==> src/rtl/mtp_pkg.sv <==
package mtp_pkg;
  typedef enum logic [3:0] {
    MD_STANDBY,
    MD_OUT_OFF,
    MD_READ,
    MD_PROGRAM,
    MD_PRG_VERIFY,
    MD_ERASE,
    MD_ERS_VERIFY,
    MD_BLOCKED,
    MD_IDENT
  } mode_e;
endpackage

==> src/rtl/mtp_mode_decode.sv <==
module mtp_mode_decode
  import mtp_pkg::*;
(
  input  logic  ce_n,
  input  logic  oe_n,
  input  logic  pgm_n,
  input  logic  a9_hv,
  input  logic  vpp_hv,
  output mode_e mode,
  output logic  drive
);
  always_comb begin
    if (ce_n) begin
      mode = vpp_hv ? MD_BLOCKED : MD_STANDBY;
    end else if (oe_n) begin
      if (vpp_hv && !pgm_n) mode = a9_hv ? MD_ERASE : MD_PROGRAM;
      else                  mode = MD_OUT_OFF;
    end else if (!vpp_hv) begin
      mode = a9_hv ? MD_IDENT : MD_READ;
    end else if (a9_hv) begin
      mode = MD_ERS_VERIFY;
    end else begin
      mode = pgm_n ? MD_PRG_VERIFY : MD_READ;
    end
    drive = !ce_n && !oe_n;
  end
endmodule

==> src/rtl/mtp_access_timer.sv <==
// Models the access delays: a long count restarted by an address or
// chip-select change, and a short count restarted while the output gate is high.
module mtp_access_timer #(
  parameter int ADDR_W  = 8,
  parameter int ACC_CYC = 6,
  parameter int OE_CYC  = 3
) (
  input  logic              clk,
  input  logic              rst,
  input  logic [ADDR_W-1:0] addr,
  input  logic              ce_n,
  input  logic              oe_n,
  output logic              ready
);
  localparam int CNT_W = $clog2(ACC_CYC + 1);
  localparam logic [CNT_W-1:0] ACC_LIM = CNT_W'(ACC_CYC);
  localparam logic [CNT_W-1:0] OE_LIM  = CNT_W'(OE_CYC);

  logic [ADDR_W-1:0] addr_q;
  logic              ce_q;
  logic [CNT_W-1:0]  acc_q, acc_d, oe_q, oe_d;
  logic              moved;

  always_comb begin
    moved = (addr != addr_q) || (ce_n != ce_q);
    if (moved)                acc_d = CNT_W'(1);
    else if (acc_q < ACC_LIM) acc_d = acc_q + 1'b1;
    else                      acc_d = acc_q;
    if (oe_n)                 oe_d = '0;
    else if (oe_q < OE_LIM)   oe_d = oe_q + 1'b1;
    else                      oe_d = oe_q;
    ready = (acc_d == ACC_LIM) && (oe_d == OE_LIM);
  end

  always_ff @(posedge clk) begin
    if (rst) begin
      addr_q <= '0;
      ce_q   <= 1'b1;
      acc_q  <= '0;
      oe_q   <= '0;
    end else begin
      addr_q <= addr;
      ce_q   <= ce_n;
      acc_q  <= acc_d;
      oe_q   <= oe_d;
    end
  end
endmodule

==> src/rtl/mtp_cell_array.sv <==
// Single-port byte array with a clear-only program path (read, then AND-write)
// and an erase engine that writes ones, one location per cycle.
module mtp_cell_array #(
  parameter int ADDR_W = 8,
  parameter int DATA_W = 8
) (
  input  logic              clk,
  input  logic              rst,
  input  logic              ers_start,
  input  logic              prg_req,
  input  logic [ADDR_W-1:0] prg_addr,
  input  logic [DATA_W-1:0] prg_data,
  input  logic [ADDR_W-1:0] rd_addr,
  output logic [DATA_W-1:0] rd_data,
  output logic              ers_busy,
  output logic              prg_pend
);
  localparam int DEPTH = 1 << ADDR_W;
  localparam logic [ADDR_W-1:0] LAST = ADDR_W'(DEPTH - 1);

  logic [DATA_W-1:0] mem [DEPTH];
  logic [ADDR_W-1:0] ptr, cap_addr, ra;
  logic [DATA_W-1:0] cap_data, rd_q;
  logic              pend, wr, kill;

  assign kill     = ers_start || ers_busy;
  assign ra       = pend ? cap_addr : rd_addr;
  assign rd_data  = rd_q;
  assign prg_pend = pend || wr;

  always_ff @(posedge clk) begin
    if (rst) begin
      ers_busy <= 1'b0;
      ptr      <= '0;
      pend     <= 1'b0;
      wr       <= 1'b0;
    end else begin
      if (ers_start && !ers_busy) begin
        ers_busy <= 1'b1;
        ptr      <= '0;
      end else if (ers_busy) begin
        ptr <= ptr + 1'b1;
        if (ptr == LAST) ers_busy <= 1'b0;
      end
      pend <= prg_req && !kill;
      wr   <= pend && !kill;
    end
  end

  always_ff @(posedge clk) begin
    if (prg_req && !kill) begin
      cap_addr <= prg_addr;
      cap_data <= prg_data;
    end
  end

  always_ff @(posedge clk) begin
    if (ers_busy)  mem[ptr]      <= '1;
    else if (wr)   mem[cap_addr] <= rd_q & cap_data;
    rd_q <= mem[ra];
  end
endmodule

==> src/rtl/mtp_mode_front.sv <==
module mtp_mode_front
  import mtp_pkg::*;
#(
  parameter int ADDR_W  = 8,
  parameter int DATA_W  = 8,
  parameter int ACC_CYC = 6,   // must be >= 2 and greater than OE_CYC
  parameter int OE_CYC  = 3,   // must be >= 2
  parameter logic [DATA_W-1:0] MFG_ID = DATA_W'(8'hC2),
  parameter logic [DATA_W-1:0] DEV_ID = DATA_W'(8'hD2)
) (
  input  logic              clk,
  input  logic              rst,
  input  logic              ce_n,
  input  logic              oe_n,
  input  logic              pgm_n,
  input  logic              a9_hv,
  input  logic              vpp_hv,
  input  logic [ADDR_W-1:0] addr,
  input  logic [DATA_W-1:0] din,
  output logic [DATA_W-1:0] dq_o,
  output logic              dq_oe,
  output logic              dq_valid
);
  mode_e             mode;
  logic              drive, ready, ers_busy, prg_pend;
  logic              pgm_q, ers_q, prg_req, ers_start;
  logic [DATA_W-1:0] rd_data, sel;

  mtp_mode_decode u_dec (
    .ce_n(ce_n), .oe_n(oe_n), .pgm_n(pgm_n), .a9_hv(a9_hv),
    .vpp_hv(vpp_hv), .mode(mode), .drive(drive)
  );

  mtp_access_timer #(.ADDR_W(ADDR_W), .ACC_CYC(ACC_CYC), .OE_CYC(OE_CYC)) u_tmr (
    .clk(clk), .rst(rst), .addr(addr), .ce_n(ce_n), .oe_n(oe_n), .ready(ready)
  );

  assign prg_req   = (mode == MD_PROGRAM) && pgm_q;
  assign ers_start = (mode == MD_ERASE) && !ers_q;

  mtp_cell_array #(.ADDR_W(ADDR_W), .DATA_W(DATA_W)) u_arr (
    .clk(clk), .rst(rst), .ers_start(ers_start), .prg_req(prg_req),
    .prg_addr(addr), .prg_data(din), .rd_addr(addr), .rd_data(rd_data),
    .ers_busy(ers_busy), .prg_pend(prg_pend)
  );

  assign sel = (mode == MD_IDENT) ? (addr[0] ? DEV_ID : MFG_ID) : rd_data;

  always_ff @(posedge clk) begin
    if (rst) begin
      dq_o     <= '0;
      dq_oe    <= 1'b0;
      dq_valid <= 1'b0;
      pgm_q    <= 1'b1;
      ers_q    <= 1'b0;
    end else begin
      dq_o     <= drive ? sel : '0;
      dq_oe    <= drive;
      dq_valid <= drive && ready;
      pgm_q    <= pgm_n;
      ers_q    <= (mode == MD_ERASE);
    end
  end
endmodule

==> config.mk <==
export PLATFORM = sky130hd
export DESIGN_NAME = mtp_mode_front
export DESIGN_NICKNAME = d
export VERILOG_FILES = /design/src/rtl/mtp_pkg.sv /design/src/rtl/mtp_mode_decode.sv /design/src/rtl/mtp_access_timer.sv /design/src/rtl/mtp_cell_array.sv /design/src/rtl/mtp_mode_front.sv
export SDC_FILE = /design/constraint.sdc
export NUM_CORES = 2
export LEC_CHECK = 0
export BUFFER_PORTS_ARGS = -buffer_cell sky130_fd_sc_hd__buf_4
export CAP_MARGIN = 30
export CORE_MARGIN = 10
export CORE_UTILIZATION = 36
export CTS_CLUSTER_DIAMETER = 200
export DETAILED_ROUTE_END_ITERATION = 8
export PLACE_DENSITY = 0.53
export SYNTH_ARGS = -nofsm -noshare
export SYNTH_HDL_FRONTEND = slang
export SYNTH_SLANG_ARGS = --single-unit
==> constraint.sdc <==
create_clock -name clk -period 11.05 [get_ports clk]
set_input_delay 2.7625 -clock clk [delete_from_list [all_inputs] [get_ports clk]]
set_output_delay 2.7625 -clock clk [all_outputs]
set_load 0.005 [all_outputs]
# Word-level counts from Yosys, hierarchy flattened
# Memory sizes are Yosys's and may differ from the RTL's. A register that Yosys moved wholly into a read port is not among the register bits.
# Cells that the tools add are included.
# classes
add_sub_neg	3
order_cmp	2
eq_ne	8
n_mux	27
n_bitwise	2
n_reduce_logical	20
# ops
operator	n
2-to-1 mux 8 bit	4
2-to-1 mux 4 bit	6
2-to-1 mux 3 bit	7
logical AND 1 bit	9
2-to-1 mux 1 bit	9
adder 8 x 1 -> 8 bit (second input constant)	1
bitwise AND 8 bit	1
equality test 8 bit (second input constant)	1
!= test 8 bit	1
OR reduction 8 bit	1
adder 3 x 1 -> 3 bit (second input constant)	2
zero test 1 bit	6
2-to-1 mux 5 bit	1
equality test 4 x 2 -> 1 bit (second input constant)	1
equality test 4 x 3 -> 1 bit (second input constant)	1
equality test 4 bit (second input constant)	1
OR reduction 2 bit	2
equality test 3 x 2 -> 1 bit (second input constant)	1
equality test 3 bit (second input constant)	1
< comparator 3 x 2 -> 1 bit (second input constant)	1
< comparator 3 bit (second input constant)	1
logical OR 1 bit	2
!= test 1 bit	1
NOT 1 bit	1
# totals
reg_bits	54
mem_bits_rw	2048
input_bits	23
output_inout_bits	10
wordCells	78
n_memories	1
# memory_table
name	depth	word_bits	read_ports	rd_ports_with_merged_regs	wr	line	text
u_arr.mem	256	8	1	1	1	mtp_cell_array.sv:21	logic [DATA_W-1:0] mem [DEPTH];

# Logic depth before layout (Yosys ltp)
# logic_depth
word_depth	10
depth_mapped	13
depth_no_buf	7

# Hierarchy
# Synthesis repeated with hierarchy kept, for this count alone.
# unflattened
hier_cells	5569
area_unflattened_um2	83739.1
# modules_own_cells
mod	n_inst	cells_per_inst	area_each_um2	seq_area_each_um2
mtp_cell_array	1	5462	82618.0	62359.8
mtp_access_timer	1	64	649.4	300.3
mtp_mode_front	1	33	395.4	240.2
mtp_mode_decode	1	10	76.3	0.0

# Worst setup path before layout
# No wires, ideal clock.
# synth_path
path_type	input to register
startpoint	in addr[1]
endpoint	reg u_arr.rd_q[5], in the netlist u_arr.rd_data[5] (read register of u_arr.mem)
setup_ns	0.142
t_arrival_ns	4.943
required_time_ns	10.908
path_slack_ns	5.965
path_stages	10
path_buffers	4
path_cell_list	clkbuf_1 > mux2_2 > clkbuf_1 > buf_2 > buf_1 > mux4_2 > nand3_1 > o21ai_0 > o41ai_1 > o2111ai_1
# synth_via
elab_chain_cells	1
# synth_rtl
item	line	text
from (decl)	mtp_mode_front.sv:18	input logic [ADDR_W-1:0] addr,
2-to-1 mux 8 bit	mtp_cell_array.sv:27	assign ra = pend ? cap_addr : rd_addr;
to (decl)	mtp_cell_array.sv:23	logic [DATA_W-1:0] cap_data, rd_q;
# Every way passes these cells.
# A chain may end at the register's enable or synchronous reset.

# Final worst setup path
# layout_path
startpoint	in addr[0]
endpoint	reg u_arr.rd_q[2], in the netlist u_arr.rd_data[2] (read register of u_arr.mem)
# Same word-level chain as after synthesis.

==> flow_metrics.tcl <==
set metrics [dict create \
    die_h_um 500 \
    crit_path_max_incr_delay_ns 0.88 \
    synth_compound_area_share_pct 5.63 \
    area_growth_pct 13.2 \
    maxCapViolCount 0 \
    period_needed_ns 6.38 \
    swShare_pct 21.6 \
    grt_pass1_wl_um 348000 \
    hp-class "reg2reg" \
    post_drt_wl_per_cell_um 28.9 \
    vias 47500 \
    synth_top_area_share_pct 74.8 \
    synth_xor_area_share_pct 0.180 \
    p_comb_share_pct 3.6 \
    syn_nets 5216 \
    grt_max_degree 201 \
    dieArea_um2 250000 \
    grt-ovfl-total 0 \
    synth-edff-count 2064 \
    final_common_cell "edfxtp_1" \
    rows 176 \
    path_delay_family "compound AO/OA/AOI/OAI gates" \
    drt_iter0_drc 5451 \
    whs_ns 0.525 \
    clock_latency_ns 0.85 \
    clock.fmax_mhz 157 \
    synth_cells 5190 \
    finalMaxSlewViolations 0 \
    async_reset_ff_share_pct 0 \
    cts_tree "done" \
    fin_crit_sh_pct 57.7 \
    syn_avg_cell_area_um2 16.0 \
    muxShareOfSynthArea_pct 8.94 \
    ys.flop_type "edfxtp_1" \
    cts_buffer_depth 3 \
    syn_area_um2 82900 \
    p_clk_share_pct 42.6 \
    arrival_ns 7.05 \
    synth-simple-area-share_pct 7.45 \
    die_w_um 500 \
    nets 5268 \
    synth_top_family_by_area "multiplexers" \
    boundaryPins 33 \
    synth_area_leaders "edfxtp_1 75%, mux2i_1 4.6%, mux4_2 4.2%" \
    outcome "complete, no violations" \
    slew_headroom_pct 25.0 \
    fin_setup_tns_ns 0 \
    finClkSkew_ns 0.0621 \
    synth_fa_ha_area_share_pct 0.0453 \
    gp_congestion 0.835 \
    cts_resized 0 \
    final_util_pct 40.9 \
    rsz0062_at_grt "false" \
    report.final.hold_viol_count 0 \
    seq_area_frac_synth_pct 75.9 \
    powerDensity_nw_per_um2 172 \
    grt.total_usage_pct 18.9 \
    startpoint_type "input pin" \
    synth_cell_types 55 \
    ctsHoldBuffers 0 \
    io_buffers 32 \
    core_um2 229000 \
    clock_sinks 2110 \
    grt_pass1_vias 46200 \
    seqPwrFrac_pct 53.8 \
    setup_viol 0 \
    path_class "in2reg" \
    finalWirelength_um 244000 \
    route.detailed.drc 0 \
    worst-path-buf-inv 2 \
    most-common-layout-cells "2,064 x edfxtp_1, 730 x nand2_1, 382 x mux2i_1" \
    antenna_found_initial 11 \
    crit_fanout 88 \
    ir_drop_v 0.000135 \
    layout-drive-gt1-share_pct 12.4 \
    ys_warn_count 0 \
    cts-buffers-inserted 209 \
    synth_seq_cells 2110 \
    finalPower_mw 16.1 \
    crit_chain "buf_4, mux2_8, buf_12, mux4_2, a2111oi_0, nor3_1, o41ai_2, nand4_1" \
    clkTransAtPathRegs_ns 0.07 \
    post_cts_buffers 0 \
    internal_power_mw 12.6 \
    h-tree-depth 4 \
    synth_top_area_cell "edfxtp_1" \
    first_pass_iters 5 \
    start_util_pct 36.1 \
    worstMarginPinSlew_ns 1.13 \
    via_per_inst 5.63 \
    root_buffer "clkbuf_16" \
    hpwl_um 144000 \
    p_leak_nw 33.9 \
    slowest_stage "o41ai_2" \
    worst_setup_path_end_kind "flip-flop" \
    detail-route-antenna-nets 0 \
    worstPathRequired_ns 11.73 \
    switchingPower_mw 3.49 \
]
==> worst paths after layout <==
| path | startpoint | endpoint | slack, ns | depth (start not counted) |
|---|---|---|---|---|
| worst max-delay path | addr[0] | u_arr.rd_data[2] | 4.67 | 8 |
| worst min-delay path | u_tmr.oe_q[1] | u_tmr.oe_q[1] | 0.53 | 2 |
| worst max register to register | u_arr.pend | u_arr.rd_data[2] | 5.55 | 7 |
| worst min register to register | u_tmr.oe_q[1] | u_tmr.oe_q[1] | 0.53 | 2 |
==> kinds of logic (layout without fill, tap and decap cells) <==
family / after synthesis / in the layout
DFF: 2110 / 2110
and+or+nand+nor: 1467 / 1467
AOI/OAI and AO/OA: 703 / 703
muxes: 544 / 544
buffers and inverters: 346 / 568
xor gates and xnor gates: 17 / 17
adders and majority gates: 3 / 3
other: 0 / 4
==> layer usage <==
layer	up-vias	wire (um)	track usage, %
li1	20400	-	-
met1	24900	103000	26.2
met2	1870	116000	30.2
met3	347	18800	3.85
met4	0	6720	5.19
met5	-	0	0
==> flip-flops by register name, indices dropped and copies added (netlist names), 3 cells and up <==
name	count
u_tmr.oe_q	3
u_arr.mem	2048
u_arr.ptr	8
u_arr.cap_addr	8
dq_o	8
u_arr.rd_data	8
u_tmr.acc_q	3
u_tmr.addr_q	8
u_arr.cap_data	8
==> cells in the mapped netlist, types with 6 or more instances <==
| master | n |
|---|---|
| a21oi_1 | 195 |
| nor2b_1 | 14 |
| o41ai_1 | 22 |
| nand3b_1 | 11 |
| mux2i_1 | 384 |
| nand2_1 | 739 |
| nor2_1 | 295 |
| dfxtp_1 | 46 |
| nand4_1 | 31 |
| buf_6 | 10 |
| buf_2 | 74 |
| a2111oi_0 | 60 |
| nor3_1 | 73 |
| and3_1 | 7 |
| edfxtp_1 | 2064 |
| o22ai_1 | 118 |
| inv_1 | 6 |
| nand3_1 | 274 |
| o221ai_1 | 81 |
| xor2_1 | 12 |
| buf_1 | 41 |
| mux4_2 | 156 |
| a311oi_1 | 57 |
| o31ai_1 | 12 |
| o21ai_0 | 102 |
| clkbuf_1 | 195 |
| a31oi_1 | 19 |
| buf_4 | 20 |
==> layout make-up <==
cell class,instances,area [um^2]
Antenna cell,4,10.0
Timing Repair Buffer,181,1840
Inverter,6,22.5
Clock inverter,123,1020
Clock buffer,258,5460
Sequential cell,2110,62900
Tap cell,3026,3790
Fill cell,20800,136000
Multi-Input combinational cell,2734,18800
==> power groups by stage <==
stage	Clock [mW]	Sequential, mW	Combinational (mW)
6_report	6.87	8.68	0.583
2_1_floorplan	0	8.84	0.331
5_1_grt	7.29	8.67	0.608
3_5_place_dp	0	8.85	0.581
4_1_cts	6.97	8.68	0.582
3_3_place_gp	0	8.85	0.578
==> worst register-to-register path, delay by kind of cell (launching register included) <==
family,cells,cell delay (ns)
compound gates,2,1.68
mux,2,1.68
flops,1,1.00
simple gates,2,0.47
buf+inv,1,0.50
==> through the flow <==
stage | setup WS [ns] | cells | cell area [um^2]
2_1_floorplan | 5.96 | 5190 | 82900
3_3_place_gp | 3.03 | 8018 | 86800
3_5_place_dp | 3.92 | 8045 | 87100
4_1_cts | 4.83 | 8426 | 93500
5_1_grt | 4.50 | 8439 | 93800
6_report | 4.67 | 8442 | 93800
(Power assumes the default switching activity.)
